$ cat src/rtl/casc_ack_pkg.sv
package casc_ack_pkg;
  typedef enum logic [1:0] {
    VSRC_MASTER = 2'd0,
    VSRC_SLAVE  = 2'd1,
    VSRC_SPUR_M = 2'd2,
    VSRC_SPUR_S = 2'd3
  } vec_src_e;
endpackage

$ cat src/rtl/casc_req_capture.sv
module casc_req_capture #(
  parameter int LINES = 8
) (
  input  logic             clk_i,
  input  logic             rst_ni,
  input  logic [LINES-1:0] lvl_i,
  input  logic [LINES-1:0] trig_i,
  input  logic [LINES-1:0] force_i,
  input  logic [LINES-1:0] clr_i,
  output logic [LINES-1:0] irr_o
);
  logic [LINES-1:0] irr_q, irr_d, last_q;
  logic             armed_q;

  always_comb begin
    for (int i = 0; i < LINES; i++) begin
      if (trig_i[i]) irr_d[i] = lvl_i[i];
      else           irr_d[i] = (irr_q[i] & ~clr_i[i]) | (lvl_i[i] & ~last_q[i]) | force_i[i];
    end
  end

  always_ff @(posedge clk_i or negedge rst_ni) begin
    if (!rst_ni) begin
      irr_q   <= '0;
      last_q  <= '0;
      armed_q <= 1'b0;
    end else begin
      irr_q   <= irr_d;
      last_q  <= lvl_i;
      armed_q <= 1'b1;
    end
  end

  assign irr_o = irr_q;

  for (genvar g = 0; g < LINES; g++) begin : g_chk
    assert_edge_src_R1: assert property (@(posedge clk_i) disable iff (!rst_ni || !armed_q)
      (!$past(trig_i[g]) && irr_q[g] && !$past(irr_q[g])) |-> ($past(lvl_i[g]) || $past(force_i[g])));
    assert_level_copy_R2: assert property (@(posedge clk_i) disable iff (!rst_ni || !armed_q)
      $past(trig_i[g]) |-> (irr_q[g] == $past(lvl_i[g])));
  end
endmodule

$ cat src/rtl/casc_resolver.sv
module casc_resolver #(
  parameter int LINES = 8,
  localparam int LW = $clog2(LINES),
  localparam int RW = LW + 1
) (
  input  logic             clk_i,
  input  logic             rst_ni,
  input  logic [LINES-1:0] irr_i,
  input  logic [LINES-1:0] mask_i,
  input  logic [LINES-1:0] isr_i,
  input  logic [LW-1:0]    off_i,
  output logic             vld_o,
  output logic [LW-1:0]    line_o
);
  logic [LINES-1:0] req;
  logic [RW-1:0]    req_rank, isr_rank;
  logic             req_hit, isr_hit;
  logic [LW-1:0]    idx;

  always_comb begin
    req      = irr_i & ~mask_i;
    req_hit  = 1'b0;
    isr_hit  = 1'b0;
    req_rank = RW'(LINES);
    isr_rank = RW'(LINES);
    line_o   = '0;
    idx      = '0;
    for (int r = 0; r < LINES; r++) begin
      idx = off_i + r[LW-1:0];
      if (!req_hit && req[idx]) begin
        req_hit  = 1'b1;
        req_rank = RW'(r);
        line_o   = idx;
      end
      if (!isr_hit && isr_i[idx]) begin
        isr_hit  = 1'b1;
        isr_rank = RW'(r);
      end
    end
    vld_o = req_hit && (req_rank < isr_rank);
  end

  assert_win_unmasked_R3: assert property (@(posedge clk_i) disable iff (!rst_ni)
    vld_o |-> (irr_i[line_o] && !mask_i[line_o]));
  assert_win_not_serviced_R4: assert property (@(posedge clk_i) disable iff (!rst_ni)
    vld_o |-> !isr_i[line_o]);
endmodule

$ cat src/rtl/casc_unit.sv
module casc_unit #(
  parameter int LINES = 8,
  localparam int LW = $clog2(LINES)
) (
  input  logic             clk_i,
  input  logic             rst_ni,
  input  logic [LINES-1:0] lvl_i,
  input  logic [LINES-1:0] trig_i,
  input  logic [LINES-1:0] mask_i,
  input  logic [LINES-1:0] force_i,
  input  logic             aeoi_i,
  input  logic             rot_i,
  input  logic             ack_i,
  output logic             vld_o,
  output logic [LW-1:0]    line_o
);
  logic [LINES-1:0] irr, isr_q, isr_d, clr, hit;
  logic [LW-1:0]    off_q, off_d;
  logic             isr_en, off_en;

  casc_req_capture #(.LINES(LINES)) u_cap (
    .clk_i  (clk_i),
    .rst_ni (rst_ni),
    .lvl_i  (lvl_i),
    .trig_i (trig_i),
    .force_i(force_i),
    .clr_i  (clr),
    .irr_o  (irr)
  );

  casc_resolver #(.LINES(LINES)) u_res (
    .clk_i (clk_i),
    .rst_ni(rst_ni),
    .irr_i (irr),
    .mask_i(mask_i),
    .isr_i (isr_q),
    .off_i (off_q),
    .vld_o (vld_o),
    .line_o(line_o)
  );

  always_comb begin
    hit    = '0;
    hit[line_o] = 1'b1;
    clr    = ack_i ? (hit & ~trig_i) : '0;
    isr_en = ack_i && !aeoi_i;
    off_en = ack_i && aeoi_i && rot_i;
    isr_d  = isr_q | hit;
    off_d  = line_o + LW'(1);
  end

  always_ff @(posedge clk_i or negedge rst_ni) begin
    if (!rst_ni) begin
      isr_q <= '0;
      off_q <= '0;
    end else begin
      if (isr_en) isr_q <= isr_d;
      if (off_en) off_q <= off_d;
    end
  end

  assert_ack_has_winner_R8: assert property (@(posedge clk_i) disable iff (!rst_ni)
    ack_i |-> vld_o);
  assert_isr_set_R5: assert property (@(posedge clk_i) disable iff (!rst_ni)
    (ack_i && !aeoi_i) |=> isr_q[$past(line_o)]);
  assert_aeoi_no_isr_R6: assert property (@(posedge clk_i) disable iff (!rst_ni)
    (ack_i && aeoi_i) |=> $stable(isr_q));
  assert_rotate_R7: assert property (@(posedge clk_i) disable iff (!rst_ni)
    (ack_i && aeoi_i && rot_i) |=> (off_q == LW'($past(line_o) + LW'(1))));
endmodule

$ cat src/rtl/casc_ack_vector.sv
module casc_ack_vector
  import casc_ack_pkg::*;
#(
  parameter int LINES     = 8,
  parameter int VEC_W     = 8,
  parameter int CASC_LINE = 2,
  localparam int LW = $clog2(LINES)
) (
  input  logic             clk_i,
  input  logic             rst_ni,
  input  logic [LINES-1:0] irq_master_i,
  input  logic [LINES-1:0] irq_slave_i,
  input  logic [LINES-1:0] level_master_i,
  input  logic [LINES-1:0] level_slave_i,
  input  logic [LINES-1:0] mask_master_i,
  input  logic [LINES-1:0] mask_slave_i,
  input  logic             aeoi_master_i,
  input  logic             aeoi_slave_i,
  input  logic             rot_master_i,
  input  logic             rot_slave_i,
  input  logic [VEC_W-1:0] base_master_i,
  input  logic [VEC_W-1:0] base_slave_i,
  input  logic             ack_i,
  output logic             int_o,
  output logic [VEC_W-1:0] vec_o,
  output logic             vec_vld_o
);
  localparam logic [LINES-1:0] CASC_BIT = LINES'(1) << CASC_LINE;
  localparam logic [LW-1:0]    CASC_IDX = LW'(CASC_LINE);
  localparam logic [LW-1:0]    SPUR_IDX = LW'(LINES - 1);
  localparam logic [VEC_W-1:0] HI_MASK  = ~VEC_W'(LINES - 1);

  logic [LINES-1:0] m_lvl, m_trig, m_force, s_force;
  logic             m_vld, s_vld, m_ack, s_ack;
  logic [LW-1:0]    m_line, s_line;
  vec_src_e         src;
  logic [VEC_W-1:0] vec_d, vec_q;
  logic             int_d, int_q, vld_q;

  always_comb begin
    m_lvl   = irq_master_i & ~CASC_BIT;
    m_trig  = level_master_i & ~CASC_BIT;
    m_force = (s_vld && !ack_i) ? CASC_BIT : '0;
    s_force = '0;
    m_ack   = ack_i && m_vld;
    s_ack   = m_ack && (m_line == CASC_IDX) && s_vld;
  end

  casc_unit #(.LINES(LINES)) u_master (
    .clk_i  (clk_i),
    .rst_ni (rst_ni),
    .lvl_i  (m_lvl),
    .trig_i (m_trig),
    .mask_i (mask_master_i),
    .force_i(m_force),
    .aeoi_i (aeoi_master_i),
    .rot_i  (rot_master_i),
    .ack_i  (m_ack),
    .vld_o  (m_vld),
    .line_o (m_line)
  );

  casc_unit #(.LINES(LINES)) u_slave (
    .clk_i  (clk_i),
    .rst_ni (rst_ni),
    .lvl_i  (irq_slave_i),
    .trig_i (level_slave_i),
    .mask_i (mask_slave_i),
    .force_i(s_force),
    .aeoi_i (aeoi_slave_i),
    .rot_i  (rot_slave_i),
    .ack_i  (s_ack),
    .vld_o  (s_vld),
    .line_o (s_line)
  );

  always_comb begin
    if (!m_vld)                  src = VSRC_SPUR_M;
    else if (m_line != CASC_IDX) src = VSRC_MASTER;
    else if (s_vld)              src = VSRC_SLAVE;
    else                         src = VSRC_SPUR_S;
    unique case (src)
      VSRC_MASTER: vec_d = (base_master_i & HI_MASK) | VEC_W'(m_line);
      VSRC_SLAVE:  vec_d = (base_slave_i  & HI_MASK) | VEC_W'(s_line);
      VSRC_SPUR_S: vec_d = (base_slave_i  & HI_MASK) | VEC_W'(SPUR_IDX);
      default:     vec_d = (base_master_i & HI_MASK) | VEC_W'(SPUR_IDX);
    endcase
    int_d = m_vld && !ack_i;
  end

  always_ff @(posedge clk_i or negedge rst_ni) begin
    if (!rst_ni) begin
      vec_q <= '0;
      vld_q <= 1'b0;
      int_q <= 1'b0;
    end else begin
      if (ack_i) vec_q <= vec_d;
      vld_q <= ack_i;
      int_q <= int_d;
    end
  end

  assign vec_o     = vec_q;
  assign vec_vld_o = vld_q;
  assign int_o     = int_q;

  assert_vld_after_ack_R13: assert property (@(posedge clk_i) disable iff (!rst_ni)
    ack_i |=> vec_vld_o);
  assert_vld_single_R13: assert property (@(posedge clk_i) disable iff (!rst_ni)
    !ack_i |=> !vec_vld_o);
  assert_int_low_after_ack_R12: assert property (@(posedge clk_i) disable iff (!rst_ni)
    ack_i |=> !int_o);
  assert_spur_master_R10: assert property (@(posedge clk_i) disable iff (!rst_ni)
    (ack_i && !m_vld) |=> (vec_o[LW-1:0] == SPUR_IDX));
  assert_base_hi_R11: assert property (@(posedge clk_i) disable iff (!rst_ni)
    (ack_i && !m_vld) |=> (vec_o[VEC_W-1:LW] == $past(base_master_i[VEC_W-1:LW])));
  assert_slave_line_R8: assert property (@(posedge clk_i) disable iff (!rst_ni)
    s_ack |=> (vec_o[LW-1:0] == $past(s_line)));
  assert_spur_slave_R9: assert property (@(posedge clk_i) disable iff (!rst_ni)
    (m_ack && m_line == CASC_IDX && !s_vld) |=> (vec_o[LW-1:0] == SPUR_IDX));
endmodule

$ cat config.mk
export PLATFORM = sky130hd
export DESIGN_NAME = casc_ack_vector
export DESIGN_NICKNAME = d
export VERILOG_FILES = /design/src/rtl/casc_ack_pkg.sv /design/src/rtl/casc_req_capture.sv /design/src/rtl/casc_resolver.sv /design/src/rtl/casc_unit.sv /design/src/rtl/casc_ack_vector.sv
export SDC_FILE = /design/constraint.sdc
export NUM_CORES = 1
export LEC_CHECK = 0
export BUFFER_PORTS_ARGS = -buffer_cell sky130_fd_sc_hd__buf_4
export CAP_MARGIN = 20
export CORE_MARGIN = 2
export CORE_UTILIZATION = 30
export DETAILED_ROUTE_END_ITERATION = 8
export GPL_TIMING_DRIVEN = 1
export SLEW_MARGIN = 25
export SYNTH_ARGS = -nofsm -noshare
export SYNTH_HDL_FRONTEND = slang
export SYNTH_SLANG_ARGS = --single-unit
$ cat constraint.sdc
create_clock -name clk_i -period 4.35 [get_ports clk_i]
set_input_delay 0.435 -clock clk_i [delete_from_list [all_inputs] [get_ports clk_i]]
set_output_delay 0.435 -clock clk_i [all_outputs]
set_load 0.02 [all_outputs]
# [Yosys cells after proc, flatten, opt, wreduce, memory -nomap -nowiden]
# Index checks and enable logic that the tools add are counted.
[word_totals] regBits=63
[classes] n_addsub=16 magnitude_cmp=22 eq_ne=4 muxes=168 bitwise_logic=97 n_reduce_logical=75
[op_table] operator="two-way mux 4 bit" count=32
[op_table] operator="binary-select mux 1 bit (select 3 bit)" count=32
[op_table] operator="two-way mux 1 bit" count=79
[op_table] operator="< comparator 3 x 4 -> 1 bit, second input constant" count=18
[op_table] operator="two-way mux 3 bit" count=17
[op_table] operator="logical AND 1 bit" count=43
[op_table] operator="AND 8 bit" count=4
[op_table] operator="inverter 8 bit" count=4
[op_table] operator="AND 1 bit" count=31
[op_table] operator="logical NOT 1 bit" count=31
[op_table] operator="inverter 1 bit" count=31
[op_table] operator="adder 3 bit, second input constant" count=8
[op_table] operator="one-hot mux 8 bit (3 select lines)" count=1
[op_table] operator="OR 1 bit" count=18
[op_table] operator="two-way mux 8 bit" count=2
[op_table] operator="OR 8 x 3 -> 8 bit" count=2
[op_table] operator="OR 8 bit" count=2
[op_table] operator="adder 3 x 1 -> 3 bit, second input constant" count=4
[op_table] operator="adder 3 x 2 -> 3 bit, second input constant" count=4
[op_table] operator="< comparator 4 bit" count=2
[op_table] operator="demux 1 bit (select 3 bit)" count=2
[op_table] operator=">= comparator 3 x 1 -> 1 bit, second input constant" count=2
[op_table] operator="two-way mux 2 bit" count=3
[op_table] operator="OR 1 bit, second input constant" count=5
[op_table] operator="other kinds (5)" count=5

# [Logic depth before layout (Yosys ltp)]
# Gate-level depths: netlist of the first run.
[depth] depth_word=37 depth_mapped=20

# [Modules after synthesis]
# Synthesis of the first run repeated with hierarchy kept, for this count alone.
[unflattened] hier_cells=640 area_unflattened_um2=6292.3
[by_module_without_submodules] mod="casc_resolver at u_master.u_res" n_inst=1 cells_each=212 area_per_inst_um2=1838.0 seq_area_each_um2=0.0
[by_module_without_submodules] mod="casc_resolver at u_slave.u_res" n_inst=1 cells_each=178 area_per_inst_um2=1717.9 seq_area_each_um2=0.0
[by_module_without_submodules] mod="casc_req_capture" n_inst=2 cells_each=56 area_per_inst_um2=610.6 seq_area_each_um2=400.4
[by_module_without_submodules] mod="casc_unit at u_slave" n_inst=1 cells_each=46 area_per_inst_um2=529.3 seq_area_each_um2=275.3
[by_module_without_submodules] mod="casc_unit at u_master" n_inst=1 cells_each=46 area_per_inst_um2=511.7 seq_area_each_um2=275.3
[by_module_without_submodules] mod="casc_ack_vector" n_inst=1 cells_each=46 area_per_inst_um2=474.2 seq_area_each_um2=250.2

# [Worst setup path before layout of the first run]
# Ideal clock, no wire load.
[synth_path] path_type="flip-flop to flip-flop" startpoint="register u_slave.off_q[0]" endpoint="register u_slave.off_q[1]" setup_time_ns=0.125 arrival_time_ns=4.623 t_required_ns=4.225 slack_ns=-0.398 stages_incl_launch_ff=21 n_path_buf=5 synth_period_minus_slack_ns=4.748 cell_sequence="dfrtp_1 -> buf_2 -> inv_2 -> ha_1 -> buf_2 -> buf_2 -> clkbuf_1 -> mux4_2 -> nor3_1 -> and2_1 -> o21ai_0 -> nand2_1 -> ha_1 -> o211ai_1 -> nand2_1 -> nand3_1 -> nand4_1 -> or2_2 -> clkbuf_1 -> or3_4 -> mux2_4"
[synth_via] elab_chain_cells=29
[synth_rtl] element="from (decl)" line="casc_unit.sv:18" text="logic [LW-1:0] off_q, off_d;"
[synth_rtl] element="from (signal assigned)" line="casc_unit.sv:55" text="off_q <= '0;"
[synth_rtl] element="from (signal assigned)" line="casc_unit.sv:58" text="if (off_en) off_q <= off_d;"
[synth_rtl] element="branches (longest 29 deep; another with adder 3 x 1 -> 3 bit)"
# Several ways; the timed one is not identified. The select of a mux whose other input is x is not followed.
# A chain may end at the register's enable or synchronous reset.

# [Worst setup path after layout of the first run]
[layout_path] startpoint="register u_master.off_q[1]" endpoint="register u_master.off_q[1]"
[layout_via] elab_chain_cells=29
[layout_rtl] element="from (decl)" line="casc_unit.sv:18"
[layout_rtl] element="from (signal assigned)" line="casc_unit.sv:55"
[layout_rtl] element="from (signal assigned)" line="casc_unit.sv:58"
[layout_rtl] element="branches (longest 29 deep; another with adder 3 x 1 -> 3 bit)"
# Several ways; the timed one is not identified. The select of a mux whose other input is x is not followed.

==> results of run 1 <==
[layout by cell type, fill, tap and decap left out, types with 16 or more instances in the layout]
cell      netlist  routed
buf_4           2     145
dfrtp_1        63      63
mux2i_1        50      46
nor2_1         44      44
mux4_2         42      42
nand2b_1       36      35
nand2_1        29      29
a21oi_1        30      29
nor2b_1        27      26
inv_1          23      23
o21ai_0        23      21
a21o_1         19      19
mux2_2         16      16
[worst paths after layout]
kind	endpoint	slack [ns]	depth (start not counted)
min reg2reg	vec_o[2]	0.52	1
min	u_slave.u_cap.irr_o[6]	0.17	1
max in group asynchronous	u_master.u_cap.last_q[5]	3.60	1
max	u_master.off_q[1]	0.16	18
min in group clk_i	u_slave.u_cap.last_q[6]	0.21	1
max reg2reg	u_master.off_q[1]	0.16	18
[final cells by class]
type	instances	share of cell area, %
clock buffers	12	3.40
well taps	265	4.23
inverters	27	1.33
flip-flops and latches	63	20.1
repair buffers	153	15.4
multi-input cells	488	55.2
clock inverters	4	0.367
[synth_stat cells (4+ instances only)]
library cell	count	share of area [%]
dfrtp_1	63	27
o31ai_1	6	0.76
o21ai_0	23	1.9
nand4b_1	4	0.59
a31oi_1	6	0.63
a22oi_1	5	0.63
a21o_1	19	2.4
nand4_1	5	0.53
xor2_1	4	0.59
nor2_1	44	2.8
mux2_2	16	3.0
mux2i_1	50	8.4
nand2b_1	36	3.8
mux4_2	42	16
buf_2	11	0.93
nor4b_1	5	0.74
inv_1	23	1.5
nand3_1	8	0.67
o211ai_1	10	1.3
o22ai_1	6	0.63
a21oi_1	30	2.5
nor3_1	6	0.51
or2_2	4	0.42
a22o_1	4	0.59
a21boi_0	5	0.63
nor4bb_1	5	0.84
xnor2_1	6	0.88
nor4_1	7	0.74
clkbuf_1	15	0.95
ha_1	13	2.7
and2_1	6	0.63
and3_1	5	0.53
nand2_1	29	1.8
nor2b_1	27	2.8
[repair_timing]
action	4_1_cts	5_1_grt
resized for setup	9	25
setup buffers	1	1
endpoints found under the setup margin	30	31
pin swaps	2	5
[per-layer routing]
metal  vias up  wire length [um]  global-route usage (%)
met1      2628              8020                    23.3
met3        15               872                    3.09
li1       2595                 -                       -
met2       147              7840                    26.7
met5         -                 0                       0
met4         0               221                    3.88
[metrics by stage]
| stage | setup TNS (ns) | hold WS, ns | setup WS (ns) |
|---|---|---|---|
| 6_report | 0 | 0.166 | 0.165 |
| 5_1_grt | -0.000913 | 0.193 | -0.000913 |
| 4_1_cts | 0 | 0.192 | 0.0244 |
| 3_5_place_dp | -3.39 | 0.495 | -0.225 |
| 3_3_place_gp | -1.13 | 0.505 | -0.136 |
| 2_1_floorplan | 0 | 0.139 | 0.00112 |
[cell families after synthesis]
logic type | Yosys count
buffers and inverters | 59
XOR/XNOR | 10
flip-flops | 63
adder cells (fa/ha/maj) | 13
multiplexers | 109
AND/OR/NAND/NOR | 208
AO/OA/AOI/OAI | 148
[flip-flops by register name, summed over array words and instances (netlist names)]
name,cells
u_master.u_cap.irr_o,8
u_slave.isr_q,8
vec_o,8
u_master.off_q,3
u_slave.u_cap.irr_o,8
u_master.u_cap.last_q,7
u_master.isr_q,8
u_slave.u_cap.last_q,8
vec_vld_o,1
int_o,1
u_slave.off_q,3
[worst max-delay path, stage by stage (launching register included)]
cell and delay [ns]:
dfrtp_1 0.36, inv_2 0.06, ha_4 0.32, mux4_2 0.53
mux2i_4 0.20, a22oi_1 0.13, nand2b_1 0.17, or3_1 0.37
ha_4 0.30, buf_4 0.10, nand2_1 0.04, a211oi_1 0.31
nor4_4 0.09, buf_4 0.17, buf_4 0.14, and2_0 0.17
buf_4 0.16, nand3_1 0.11, mux2_2 0.33
==> metrics, run 1 <==
post-synthesis mux area share 27.6%; Synth Area in Simple Gates 20.1%; # DRC 0; Routed Antenna Nets 0; relative slew slack 45.0%; Area Growth Syn to Fin 31.8%; drt pass-1 iters 4; clk sinks 63; die height 145 um; Yosys Warn Count 0; detailed-route via count 5385; fmax 239 MHz; clock latency on the worst-skew pair 0.34 ns; Yosys reg bits 63; sequential area share after synthesis 26.5%; DR vias/cell 5.32; antenna violations before repair 0; nature of the critical path endpoint flip-flop; Final Util 40.3%; Placed Instances 994; Post-synth top flop dfrtp_1; diodes inserted 0; GPL Wtd Cong 0.847; status complete, no violations; Chip Width 145 um; # rows 51; share of cells above drive strength 1 35.3%; worst flop-to-flop path startpoint u_master.off_q[1]; Mapped Nets 694; Synth Area in XOR/XNOR 1.47%; I/O pins 81; nets 826; total gr overflow 0; Detailed Route WL 17000 um; placed cell area 0.00732 mm2; area of the multi-input gates 0.00432 mm2; HPWL after DPL 12900 um; CTS tree done; Worst Path Max Fanout 5; Syn Std Cell Area 0.00594 mm2; Core Box Area 0.0195 mm2; mean area per synthesized cell 9.74 um2; detailed-route wire length per cell 16.8 um; H-tree depth 3; Non-Filler Instances 1012; Num CTS Buffers 9; post-synthesis compound-gate area fraction 17.3%; total of max-cap violations 0; vias in the first global route 5274; main combinational cell family by area after synthesis multiplexers; Fill cells 1941; Slew Limit Fails 0; Initial Utilization 30.5%; Post-synth ARST share 100%; count of final setup violators 0; Hold-fix buffers, CTS 0; final worst path period need 4.19 ns; Tcrit/Tclk final 96.2%; startpoint types flip-flop; Setup CP Type flip-flop to flip-flop; number of synthesized flops with an enable pin 0; worst path required time 4.57 ns; cells after synthesis 610; drt initial violations 291; skew final 0.00823 ns; Slew @ Worst Pin 0.824 ns; GRT Total Usage 16.7%; Worst Hold Class input port to async pin; Synth Area in Adders 2.74%; Design Area, Final 0.00783 mm2; IO buf count 72; area occupied by registers 0.00158 mm2; Critical Path Source u_master.off_q[1]; Clock Tree Root clkbuf_16; clock slew at the register clock pins of the worst setup and hold paths 0.06 ns; pin count of the biggest net entering global routing 64; Distinct cells, synth 74; clk buf depth 2; hold violation total from the final report 0; DIE AREA 0.0210 mm2; Arrival @ worst endpoint 4.41 ns; first-pass GRT wire length 27600 um
Power of run 1 is left out: the tool's default activity adds up to more than one toggle a clock period on the data nets, which glitch-free logic cannot reach.
==> run 2: changes to the inputs <==
--- a/config.mk
+++ b/config.mk
@@ -5,13 +5,13 @@
 export SDC_FILE = /design/constraint.sdc
 export NUM_CORES = 1
 export LEC_CHECK = 0
+export ABC_AREA = 1
 export BUFFER_PORTS_ARGS = -buffer_cell sky130_fd_sc_hd__buf_4
 export CAP_MARGIN = 20
 export CORE_MARGIN = 2
 export CORE_UTILIZATION = 30
 export DETAILED_ROUTE_END_ITERATION = 8
 export GPL_TIMING_DRIVEN = 1
-export SLEW_MARGIN = 25
 export SYNTH_ARGS = -nofsm -noshare
 export SYNTH_HDL_FRONTEND = slang
 export SYNTH_SLANG_ARGS = --single-unit
==> constraint.sdc (replaced) <==
create_clock -name clk_i -period 4.5 [get_ports clk_i]
set_input_delay 0.45 -clock clk_i [delete_from_list [all_inputs] [get_ports clk_i]]
set_output_delay 0.45 -clock clk_i [all_outputs]
set_load 0.02 [all_outputs]
==> run 2 against run 1 <==
Utilization fell by 3.0 points. Die area fell by 13%. Wire length decreased by 16%. Worst hold slack improved by 0.055 ns. Worst setup slack gained 0.42 ns.
==> metrics, run 2 <==
Routed Antenna Nets 0 (unchanged); detailed-route via count 5129 (was 5385); Synth area leaders dfrtp_1 (31%), nand2_1 (15%), nand3_1 (15%) (was dfrtp_1 (27%), mux4_2 (16%), mux2i_1 (8.4%)); Initial Utilization 30.9% (was 30.5%); Distinct cells, synth 45 (was 74); Resized Gates After CTS 0 (was 9); relative slew slack 44.8% (was 45.0%); number of synthesized flops with an enable pin 0 (unchanged); Worst Hold Class input port to async pin (unchanged); CP top delay family simple AND/OR/NAND/NOR gates (was multiplexers); drt initial violations 308 (was 291); Post-synth top flop dfrtp_1 (unchanged); status complete, no violations (unchanged); Core Box Area 0.0167 mm2 (was 0.0195 mm2); Slew @ Worst Pin 0.828 ns (was 0.824 ns); Worst path depth 22 (was 18); count of final setup violators 0 (unchanged); Detailed Route WL 14200 um (was 17000 um); IO buf count 72 (unchanged); skew final 0.00763 ns (was 0.00823 ns); leading cell types in the layout, fill and taps excluded nand2_1 (203), nand3_1 (151), inv_1 (106) (was buf_4 (145), dfrtp_1 (63), mux2i_1 (46)); Area Growth Syn to Fin 20.9% (was 31.8%); H-tree depth 3 (unchanged); die height 135 um (was 145 um); crit path max-delay cell type dfrtp_1 (was mux4_2); Setup CP Type flip-flop to flip-flop (unchanged); first-pass GRT wire length 24300 um (was 27600 um); DR vias/cell 4.72 (was 5.32); nets 946 (was 826); mean area per synthesized cell 6.59 um2 (was 9.74 um2); hold violation total from the final report 0 (unchanged); worst path required time 4.78 ns (was 4.57 ns); most common cell after layout, fill and taps aside nand2_1 (was buf_4); worst hold slack 0.222 ns (was 0.166 ns); # DRC 0 (unchanged); Yosys top cell area share 30.6% (was 26.5%); share of cells above drive strength 1 17.4% (was 35.3%); Synth area leader dfrtp_1 (unchanged); Mapped Nets 866 (was 694); HPWL after DPL 11300 um (was 12900 um); clock latency on the worst-skew pair 0.34 ns (about the same); Post-CTS Setup Bufs 0 (was 1); drt pass-1 iters 7 (was 4); Worst R2R Path Depth 22 (was 18); # rows 47 (was 51); crit path cell chain inv_4 > ha_1 > clkinv_1 > nand3_1 > nand3_1 > nand2_2 > nor2_4 > nand4_1 > nor2_2 > nand3_1 > nand2_1 > inv_2 > a21oi_4 > ha_1 > inv_1 > nor2_2 > inv_1 > nor2_1 > nand2_2 > nor2_4 > nand2_1 > nand2_1 (was inv_2 > ha_4 > mux4_2 > mux2i_4 > a22oi_1 > nand2b_1 > or3_1 > ha_4 > buf_4 > nand2_1 > a211oi_1 > nor4_4 > buf_4 > buf_4 > and2_0 > buf_4 > nand3_1 > mux2_2); CTS tree done (unchanged); GPL Wtd Cong 0.888 (was 0.847); Yosys Warn Count 0 (unchanged); Chip Width 135 um (was 145 um); CP Buf/Inv Count 5 (unchanged); DIE AREA 0.0182 mm2 (was 0.0210 mm2); Hold-fix buffers, CTS 0 (unchanged); Num CTS Buffers 9 (unchanged); most common library cells after synthesis nand2_1 (203), nand3_1 (151), inv_1 (106), nor2_1 (80), dfrtp_1 (63) (was dfrtp_1 (63), mux2i_1 (50), nor2_1 (44), mux4_2 (42), nand2b_1 (36)); cells after synthesis 782 (was 610); Arrival @ worst endpoint 4.19 ns (was 4.41 ns); Worst Path Max Fanout 18 (was 5); Tcrit/Tclk final 86.9% (was 96.2%); clk sinks 63 (unchanged); Syn Std Cell Area 0.00515 mm2 (was 0.00594 mm2); pin count of the biggest net entering global routing 64 (unchanged); antenna violations before repair 0 (unchanged); GRT Total Usage 16.8% (was 16.7%); sequential area share after synthesis 30.6% (was 26.5%); vias in the first global route 4975 (was 5274); most common cell in the synthesized netlist nand2_1 (was dfrtp_1); fmax 256 MHz (was 239 MHz); Slew Limit Fails 0 (unchanged); RSZ-0062 raised after global routing no; Post-synth ARST share 100% (unchanged); Slowest Stage Delay on Critical Path 0.41 ns (was 0.53 ns); detailed-route wire length per cell 13.1 um (was 16.8 um); Final Util 37.3% (was 40.3%); Clock Tree Root clkbuf_16 (unchanged); final worst path period need 3.91 ns (was 4.19 ns); Fill cells 1836 (was 1941); diodes inserted 0 (unchanged); total of max-cap violations 0 (unchanged); nature of the critical path endpoint flip-flop (unchanged); Yosys reg bits 63 (unchanged); startpoint types flip-flop (unchanged); clock slew at the register clock pins of the worst setup and hold paths 0.06 ns (about the same); I/O pins 81 (unchanged); clk buf depth 2 (unchanged); setup TNS 0 ns (unchanged); total gr overflow 0 (unchanged)
run 2: cell types whose count changed after synthesis, sizes merged, moves of 14 or more:
| cell | change |
|---|---|
| a21o | -19 |
| a21oi | -24 |
| clkbuf | -14 |
| inv | +90 |
| mux2 | -17 |
| mux2i | -50 |
| mux4 | -42 |
| nand2 | +177 |
| nand2b | -36 |
| nand3 | +149 |
| nor2 | +46 |
| nor2b | -27 |
| o21ai | +22 |
run 2: through the flow:
step,area (um2),std cells,worst slack [ns]
after detailed placement,5930,1071,0.605
after floorplan,5150,782,1.13
after global placement,5930,1071,0.688
after global routing,6230,1087,0.125
after CTS,6230,1087,0.586
final,6230,1087,0.588
run 2: layout make-up:
type,instances,area (um2),share of cell area (%)
Multi-Input combinational cell,583,2980,47.9
Sequential cell,63,1580,25.3
Timing Repair Buffer,86,646,10.4
Inverter,119,452,7.25
Tap cell,220,275,4.42
Clock buffer,9,225,3.62
Clock inverter,7,71.3,1.15
run 2: cells by family (layout without fill, tap and decap cells):
group                    Yosys count  after routing  share of synthesized area, %
AO/OA/AOI/OAI                     82             82                          10.4
XOR/XNOR                           9              9                          2.33
adder cells (fa/ha/maj)           13             13                          3.16
buffers and inverters            136            221                          11.5
flip-flops                        63             63                          30.6
AND/OR/NAND/NOR                  479            479                          42.0
run 2: layer usage:
metal / share of wire (%) / GRT usage [%] / vias up
li1: - / - / 2707
met4: 2.1 / 5.73 / 0
met2: 44 / 25.9 / 107
met1: 49 / 23.3 / 2294
met5: 0 / 0 / -
met3: 5.1 / 3.53 / 21
run 2: worst paths after layout:
path	endpoint	startpoint	slack, ns
worst min register to register	vec_o[3]	vec_o[3]	0.49
min in group clk_i	u_master.u_cap.last_q[7]	irq_master_i[7]	0.22
worst max-delay path	u_slave.isr_q[4]	u_master.off_q[0]	0.59
max in group asynchronous	vec_o[3]	rst_ni	3.75
worst min-delay path	u_slave.u_cap.last_q[3]	rst_ni	0.22
worst max register to register	u_slave.isr_q[4]	u_master.off_q[0]	0.59
run 2: worst register-to-register path, stage by stage, from the launching register on:
cell,delay [ns]
dfrtp_1,0.41
inv_4,0.17
ha_1,0.41
clkinv_1,0.17
nand3_1,0.11
nand3_1,0.14
nand2_2,0.10
nor2_4,0.11
nand4_1,0.13
nor2_2,0.22
nand3_1,0.19
nand2_1,0.13
inv_2,0.05
a21oi_4,0.26
ha_1,0.20
inv_1,0.04
nor2_2,0.22
inv_1,0.11
nor2_1,0.20
nand2_2,0.14
nor2_4,0.19
nand2_1,0.08
nand2_1,0.06
Power of run 2 is left out for the same reason.
